### src/rtl/adsr_eg_pkg.sv
package adsr_eg_pkg;

    typedef enum logic [2:0] {
        EG_OFF     = 3'd0,
        EG_ATTACK  = 3'd1,
        EG_DECAY   = 3'd2,
        EG_HOLD    = 3'd3,
        EG_FADE    = 3'd4,
        EG_RELEASE = 3'd5,
        EG_DAMP    = 3'd6
    } eg_state_e;

    localparam logic [3:0] DAMP_CODE    = 4'hE;
    localparam logic [3:0] KEYUP_CODE   = 4'h9;
    localparam logic [3:0] TAIL_CODE    = 4'h6;
    localparam logic [3:0] FASTEST_CODE = 4'hF;

endpackage

### src/rtl/eg_step_timer.sv
module eg_step_timer #(
    parameter int CNT_W = 16
) (
    input  logic       clk,
    input  logic       rst_n,
    input  logic       tick,
    input  logic       restart,
    input  logic       rise,
    input  logic [3:0] code,
    output logic       step
);
    import adsr_eg_pkg::*;

    localparam logic [3:0] SLOW_EDGE = 4'd14;

    logic [CNT_W-1:0] cnt_q;
    logic [CNT_W-1:0] period;
    logic             active;
    logic             at_end;

    always_comb begin
        active = (code >= 4'd2);
        if (code == FASTEST_CODE)
            period = CNT_W'(1);
        else if (rise)
            period = CNT_W'(1) << (SLOW_EDGE - code);
        else
            period = CNT_W'(2) << (SLOW_EDGE - code);
        at_end = (cnt_q >= period - CNT_W'(1));
        step   = tick && active && !restart && at_end;
    end

    always_ff @(posedge clk or negedge rst_n) begin
        if (!rst_n)
            cnt_q <= '0;
        else if (restart)
            cnt_q <= '0;
        else if (tick && active)
            cnt_q <= at_end ? '0 : cnt_q + CNT_W'(1);
    end

endmodule

### src/rtl/eg_level_sum.sv
module eg_level_sum #(
    parameter int ENV_W = 7,
    parameter int TL_W  = 6
) (
    input  logic [ENV_W-1:0] env,
    input  logic [TL_W-1:0]  tl,
    output logic [ENV_W-1:0] atten
);
    localparam logic [ENV_W:0] FLOOR = (ENV_W+1)'(1) << (ENV_W-1);

    logic [ENV_W:0] sum;

    always_comb begin
        sum   = {1'b0, env} + (ENV_W+1)'(tl);
        atten = (sum >= FLOOR) ? FLOOR[ENV_W-1:0] : sum[ENV_W-1:0];
    end

endmodule

### src/rtl/adsr_env_gen.sv
module adsr_env_gen #(
    parameter int ENV_W = 7,
    parameter int SL_W  = 4,
    parameter int TL_W  = 6,
    parameter int CNT_W = 16
) (
    input  logic             clk,
    input  logic             rst_n,
    input  logic             tick,
    input  logic             key_on,
    input  logic             key_off,
    input  logic [3:0]       attack_rate,
    input  logic [3:0]       decay_rate,
    input  logic [3:0]       release_rate,
    input  logic [SL_W-1:0]  sustain_lvl,
    input  logic [TL_W-1:0]  total_lvl,
    input  logic             hold_mode,
    input  logic             long_tail,
    output logic [ENV_W-1:0] atten,
    output logic [2:0]       phase,
    output logic             idle
);
    import adsr_eg_pkg::*;

    localparam logic [ENV_W-1:0] SILENT = ENV_W'(1) << (ENV_W-1);

    eg_state_e        state_q, state_d;
    logic [ENV_W-1:0] env_q, env_d;
    logic [ENV_W-1:0] sl_target;
    logic [ENV_W-1:0] ceiling;
    logic [ENV_W:0]   rise_sum;
    logic [1:0]       amt;
    logic [3:0]       rate_code;
    logic             rise;
    logic             restart;
    logic             step;

    assign sl_target = ENV_W'({sustain_lvl, 2'b00});
    assign restart   = (state_d != state_q);

    // transition selection
    always_comb begin
        state_d = state_q;
        if (key_on) begin
            state_d = (state_q == EG_OFF) ? EG_ATTACK : EG_DAMP;
        end else if (key_off && (state_q inside {EG_ATTACK, EG_DECAY, EG_HOLD, EG_FADE})) begin
            state_d = EG_RELEASE;
        end else begin
            unique case (state_q)
                EG_DAMP:    if (env_q == SILENT) state_d = EG_ATTACK;
                EG_ATTACK:  if (env_q == '0) state_d = EG_DECAY;
                EG_DECAY:   if (env_q >= sl_target) state_d = hold_mode ? EG_HOLD : EG_FADE;
                EG_FADE,
                EG_RELEASE: if (env_q == SILENT) state_d = EG_OFF;
                default:    ;
            endcase
        end
    end

    // rate selection per state
    always_comb begin
        rise      = 1'b0;
        rate_code = 4'd0;
        ceiling   = SILENT;
        unique case (state_q)
            EG_ATTACK: begin
                rise      = 1'b1;
                rate_code = attack_rate;
            end
            EG_DECAY: begin
                rate_code = decay_rate;
                ceiling   = sl_target;
            end
            EG_FADE:    rate_code = release_rate;
            EG_RELEASE: rate_code = long_tail ? TAIL_CODE
                                  : (hold_mode ? release_rate : KEYUP_CODE);
            EG_DAMP:    rate_code = DAMP_CODE;
            default:    rate_code = 4'd0;
        endcase
    end

    eg_step_timer #(.CNT_W(CNT_W)) u_timer (
        .clk     (clk),
        .rst_n   (rst_n),
        .tick    (tick),
        .restart (restart),
        .rise    (rise),
        .code    (rate_code),
        .step    (step)
    );

    // envelope update
    always_comb begin
        env_d    = env_q;
        amt      = (rate_code == FASTEST_CODE) ? 2'd2 : 2'd1;
        rise_sum = {1'b0, env_q} + {{(ENV_W-1){1'b0}}, amt};
        if (step) begin
            if (rise)
                env_d = ((rate_code == FASTEST_CODE) || (env_q == '0)) ? '0 : env_q - ENV_W'(1);
            else
                env_d = (rise_sum >= {1'b0, ceiling}) ? ceiling : rise_sum[ENV_W-1:0];
        end
    end

    always_ff @(posedge clk or negedge rst_n) begin
        if (!rst_n) begin
            state_q <= EG_OFF;
            env_q   <= SILENT;
        end else begin
            state_q <= state_d;
            env_q   <= env_d;
        end
    end

    // outputs
    always_comb begin
        phase = state_q;
        idle  = (state_q == EG_OFF);
    end

    eg_level_sum #(.ENV_W(ENV_W), .TL_W(TL_W)) u_sum (
        .env   (env_q),
        .tl    (total_lvl),
        .atten (atten)
    );

endmodule

### config.mk
export PLATFORM = sky130hd
export DESIGN_NAME = adsr_env_gen
export DESIGN_NICKNAME = d
export VERILOG_FILES = /design/src/rtl/adsr_eg_pkg.sv /design/src/rtl/eg_step_timer.sv /design/src/rtl/eg_level_sum.sv /design/src/rtl/adsr_env_gen.sv
export SDC_FILE = /design/constraint.sdc
export NUM_CORES = 1
export LEC_CHECK = 0
export ABC_AREA = 1
export CAP_MARGIN = 20
export CELL_PAD_IN_SITES_DETAIL_PLACEMENT = 1
export CELL_PAD_IN_SITES_GLOBAL_PLACEMENT = 1
export CORE_MARGIN = 4
export CORE_UTILIZATION = 44
export DETAILED_ROUTE_END_ITERATION = 8
export GPL_TIMING_DRIVEN = 1
export PLACE_DENSITY = 0.95
export SYNTH_ARGS = -nofsm -noshare
export SYNTH_HDL_FRONTEND = slang
export SYNTH_SLANG_ARGS = --single-unit
### constraint.sdc
create_clock -name clk -period 11.8 [get_ports clk]
set_input_delay 1.77 -clock clk [delete_from_list [all_inputs] [get_ports clk]]
set_output_delay 1.77 -clock clk [all_outputs]
set_load 0.03 [all_outputs]
---- Word level (Yosys, flattened, before mapping) ----
Index checks and enable logic that the tools add are counted.
storage, ports and cells
  register bits after elaboration ......... 26
  input bits .............................. 29
  output and inout bits ................... 11
  logic and storage cells ................. 60
operators by class
  $lt $le $gt $ge ......................... 5
  reductions and logical operators ........ 11
  equality and inequality tests ........... 9
  shift-type cells ........................ 2
  muxes and demuxes ....................... 24
  $add $sub $neg .......................... 6
operator list
  kind                                                  number
  two-way mux 16 bit                                    5
  two-way mux 7 bit                                     5
  two-way mux 3 bit                                     8
  one-hot mux 4 bit (5 select lines)                    1
  adder 16 x 1 -> 16 bit (second input constant)        1
  >= comparator 16 bit                                  1
  left shift 1 x 4 -> 16 bit (first input constant)     1
  left shift 2 x 4 -> 16 bit (first input constant)     1
  subtractor 16 x 1 -> 16 bit (second input constant)   1
  one-hot mux 3 bit (4 select lines)                    1
  == test 3 bit (second input constant)                 3
  adder 7 x 2 -> 8 bit                                  1
  adder 7 x 6 -> 8 bit                                  1
  >= comparator 8 x 7 -> 1 bit                          1
  >= comparator 8 x 7 -> 1 bit (second input constant)  1
  two-way mux 4 bit                                     2
  == test 7 bit (second input constant)                 1
  >= comparator 7 x 6 -> 1 bit                          1
  zero test 7 bit                                       1
  subtractor 7 x 1 -> 7 bit (second input constant)     1
  == test 3 x 2 -> 1 bit (second input constant)        2
  == test 4 bit (second input constant)                 1
  >= comparator 4 x 2 -> 1 bit (second input constant)  1
  logical AND 1 bit                                     4
  other kinds (11)                                      11

---- Longest topological paths before layout ----
  word-level depth ........................ 12
  depth in mapped cells ................... 31

---- Modules after synthesis ----
Synthesis repeated with hierarchy kept, for this count alone.
second synthesis, totals
  cell total of the unflattened synthesis .. 648
  area, all modules ....................... 3,987.6 um^2
modules (own cells, without submodules)
  module         area an instance (um^2)  instances  cells each
  eg_step_timer  2,008.2                  1          313
  adsr_env_gen   1,614.0                  1          273
  eg_level_sum   365.4                    1          62

---- Worst setup path before layout ----
No wires, ideal clock.
  path type ............................... input port to output port
  start point ............................. input port total_lvl[0]
  end point ............................... output port atten[5]
  data arrival time ....................... 4.224 ns
  data required time ...................... 10.030 ns
  path slack .............................. 5.806 ns
  stages on the path ...................... 14
  path buffers ............................ 1
  path through ............................ ha_1 inv_1 fa_1 inv_1 nand3_1 nand2_1 nand2_1 inv_1 o21ai_0 nor3_1 a21oi_1 or2_2 clkbuf_1 nor3b_1
on the way
  longest elaborated chain between the ends .. 3
RTL lines
  item                          RTL line            source
  start: declaration            adsr_env_gen.sv:16  input logic [TL_W-1:0] total_lvl,
  adder 7 x 6 -> 8 bit *        eg_level_sum.sv:14  sum = {1'b0, env} + (ENV_W+1)'(tl);
  >= comparator 8 x 7 -> 1 bit  eg_level_sum.sv:15  atten = (sum >= FLOOR) ? FLOOR[ENV_W-1:0] : sum[ENV_W-1:0];
  two-way mux 7 bit *           eg_level_sum.sv:15
  end: declaration              adsr_env_gen.sv:19  output logic [ENV_W-1:0] atten,
Every way passes the cells marked *; elsewhere a longest branch is shown, timed or not.

---- Worst setup path after layout ----
Ends and elaborated chain as after synthesis.

==> metrics.md <==
| Metric | Value |
|---|---|
| Fmax | `153.1 MHz` |
| Area occupied by registers | `651.9 um^2` |
| Sequential area share after synthesis | `16.76%` |
| Max VDD drop | `0.1161 mV` |
| Synth cell types | `38` |
| Post-synthesis register bit count | `26` |
| Setup bufs post-CTS | `0` |
| # port buffers | `39` |
| # DRC | `0` |
| Fillers | `1239` |
| Max-cap viol count | `0` |
| Rel. slew slack | `36.48%` |
| Initial core utilization | `44.81%` |
| R2R setup slack | `6.28 ns` |
| Gate Count Post-Synth | `642` |
| RSZ-0062 raised after global routing | `no` |
| Max FO, Critical Path | `7` |
| Vias in the first global route | `4613` |
| Worst path required time | `10.03 ns` |
| Initial antenna violation count | `0` |
| Transition time of the tightest slew-check pin | `0.9523 ns` |
| Routed vias | `4351` |
| Max clock buf depth | `2` |
| Pins Over Slew Limit | `0` |
| FP Rows | `34` |
| First-pass detailed-route iteration total | `4` |
| Critical Path Sink | `atten[5]` |
| All-Layer GR Usage | `24.18%` |
| Placeable core area | `8678 um^2` |
| Worst-path clk slew | `0.10 ns` |
| CTS buffer count | `3` |
| Syn_nets | `713` |
| Ys Warns | `0` |
| CP Launch Point | `total_lvl[0]` |
| FF-to-FF End | `env_q[6]$_DFFE_PN1P_` |
| DR vias/cell | `5.585` |
| Hold Vio Cnt, Final | `0` |
| Chip width | `102.0 um` |
| WS Path Type | `in -> out` |
| CTS Root Cell | `clkbuf_8` |
| Power Dens Cells | `176.0 nW/um^2` |
| N_diodes | `0` |
| Mapped Area | `3889 um^2` |
| R2R Path Start | `phase[1]$_DFF_PN0_` |
| Net total in the final layout | `743` |
| Leakage | `2.417 nW` |
| R2R cell count | `23` |
| Avg Cell Area, Syn | `6.057 um^2` |
| Antenna Violating Nets Remaining | `0` |
| Status | `completed` |
| H-tree Lvls | `1` |
| Hold WC Path Type | `reg -> reg` |
| TNS Setup | `0 ns` |
| Area Growth Syn to Fin | `13.00%` |
| Final Skew | `0.006230 ns` |
| Hold_buf cts | `0` |
| CP Launch Type | `input pin` |
| DRT Wirelength | `12.23 mm` |
| Wire per inst | `15.70 um` |
| Min Tclk post-route | `6.533 ns` |
| IO Count | `40` |
| First-pass GRT wire length | `20.91 mm` |
| Final Cycle Share | `55.36%` |
| CP endpoint kind | `primary output` |
| Multi-input combinational cell area | `2819 um^2` |
| Total global routing overflow | `0` |
| Post-CTS resize count | `0` |
| Worst-Skew Late Latency | `0.29 ns` |
| Largest net degree at the start of global routing | `27` |
| GPL Wtd Cong | `0.8990` |
| Starting DRT DRC Count | `189` |
| Final HPWL DP | `9.854 mm` |
| Clock Sinks | `26` |
| # setup viols final | `0` |
| Arrival time at the worst endpoint | `4.76 ns` |
| CTS tree | `yes` |
| Share of post-route cells with drive strength above 1 | `6.259%` |
| Final core utilization | `50.63%` |
| Die height | `102.0 um` |
| Full die area | `10410 um^2` |
## synth_stat cells
master	count	area [um^2]
and3_1	1	6.260
o211ai_1	6	45.04
clkbuf_1	5	18.77
ha_1	40	500.5
dfrtp_1	25	625.6
and2_0	1	6.260
o21ai_2	2	17.52
dfstp_2	1	26.28
o21bai_1	1	7.510
xnor2_1	8	70.07
nor3_1	6	30.03
nor2_1	77	289.0
clkbuf_2	1	5.000
nand3_1	75	375.4
nand2_2	8	50.05
buf_2	3	15.01
o22ai_1	4	25.02
nand4_2	1	12.51
nor4_1	1	6.260
nor3_2	1	10.01
nor2_4	3	33.78
o211ai_2	1	12.51
inv_1	82	307.8
o21ai_1	6	30.03
nand3_2	6	60.06
o2111ai_1	1	8.760
nand2_1	188	705.7
or2_2	3	18.77
buf_6	4	45.04
fa_1	2	40.04
inv_2	3	11.26
buf_4	2	15.01
nand4_1	13	81.33
nor3b_1	2	15.01
xor2_1	15	131.4
a21oi_1	23	115.1
o21ai_0	13	65.06
nor2_2	8	50.05
## layout by cell type (no fill, tap or decap), drive strengths merged
cell type and instances:
nand2 196, xnor2 8, nor3b 2, and2 1
o21bai 1, o22ai 4, nor3 7, clkbuf 3
a21oi 23, dfstp 1, xor2 15, clkdlybuf4s50 39
nor2 88, or2 3, inv 85, dfrtp 25
nor4 1, bufinv 1, o2111ai 1, ha 40
fa 2, o211ai 7, buf 1, nand3 81
o21ai 21, and3 1, nand4 14
## worst max-delay path: stages
cell,delay (ns)
clkdlybuf4s50_1,0.46
ha_1,0.17
inv_1,0.06
fa_1,0.38
inv_1,0.09
nand3_1,0.07
nand2_1,0.10
nand2_1,0.06
inv_1,0.07
o21ai_0,0.10
nor3_1,0.16
a21oi_1,0.06
or2_2,0.34
nor3b_1,0.20
clkdlybuf4s50_1,0.70
## area by class of cell
class / instances / share of cell area [%]
multi-input cells: 516 / 64.15
flip-flops and latches: 26 / 14.83
repair buffers: 40 / 9.055
inverters: 85 / 7.261
well taps: 108 / 3.075
clock buffers: 3 / 0.9396
clock inverters: 1 / 0.6834
## flip-flops by register name, summed over array words and instances (netlist names)
register and flops:
phase 3, u_timer.cnt_q 16, env_q 7
## metal layers
layer  vias up  global-route usage, %  wire (um)
met5         -                      0          0
li1       2136                      -          -
met3        25                  1.433        365
met4         0                  6.458        211
met2       104                  43.93       6187
met1      2086                  31.02       5465
## cells by family after synthesis
| group | Yosys count | share of synthesized area, % |
|---|---|---|
| buf+inv | 100 | 10.75 |
| flops | 26 | 16.76 |
| xor+xnor | 23 | 5.180 |
| compound gates | 57 | 8.398 |
| fa+ha+maj | 42 | 13.90 |
| simple gates | 394 | 45.01 |
## power breakdown
group,total [W],switching [W],internal (W)
logic,0.000586,0.000391,0.000195
clock network,0.0000781,0.0000326,0.0000455
registers,0.000109,0.0000162,0.0000929
## worst min-delay path by stage
| stage | slack (ns) | to | cells after the start | startpoint |
|---|---|---|---|---|
| final | 0.57 | u_timer.cnt_q[15]$_DFFE_PN0P_ | 2 | u_timer.cnt_q[15]$_DFFE_PN0P_ |
| after detailed placement | 0.52 | env_q[6]$_DFFE_PN1P_ | 2 | env_q[6]$_DFFE_PN1P_ |
| after global routing | 0.59 | env_q[6]$_DFFE_PN1P_ | 2 | env_q[6]$_DFFE_PN1P_ |
| after global placement | 0.52 | env_q[6]$_DFFE_PN1P_ | 2 | env_q[6]$_DFFE_PN1P_ |
| after floorplan | 0.48 | env_q[6]$_DFFE_PN1P_ | 2 | env_q[6]$_DFFE_PN1P_ |
| after CTS | 0.57 | u_timer.cnt_q[15]$_DFFE_PN0P_ | 2 | u_timer.cnt_q[15]$_DFFE_PN0P_ |
## stage by stage
stage,setup slack (ns),power (W),cells,hold WS (ns),instance area [um^2]
floorplan,5.806,0.0005510,642,0.4814,3889
finish,5.268,0.0007733,779,0.5707,4394
CTS,5.242,0.0007718,779,0.5724,4394
global route,4.710,0.0008692,779,0.5923,4394
detailed placement,5.086,0.0006948,775,0.5215,4323
global placement,5.364,0.0006553,775,0.5173,4323
Power figures use the tool's default switching activity.
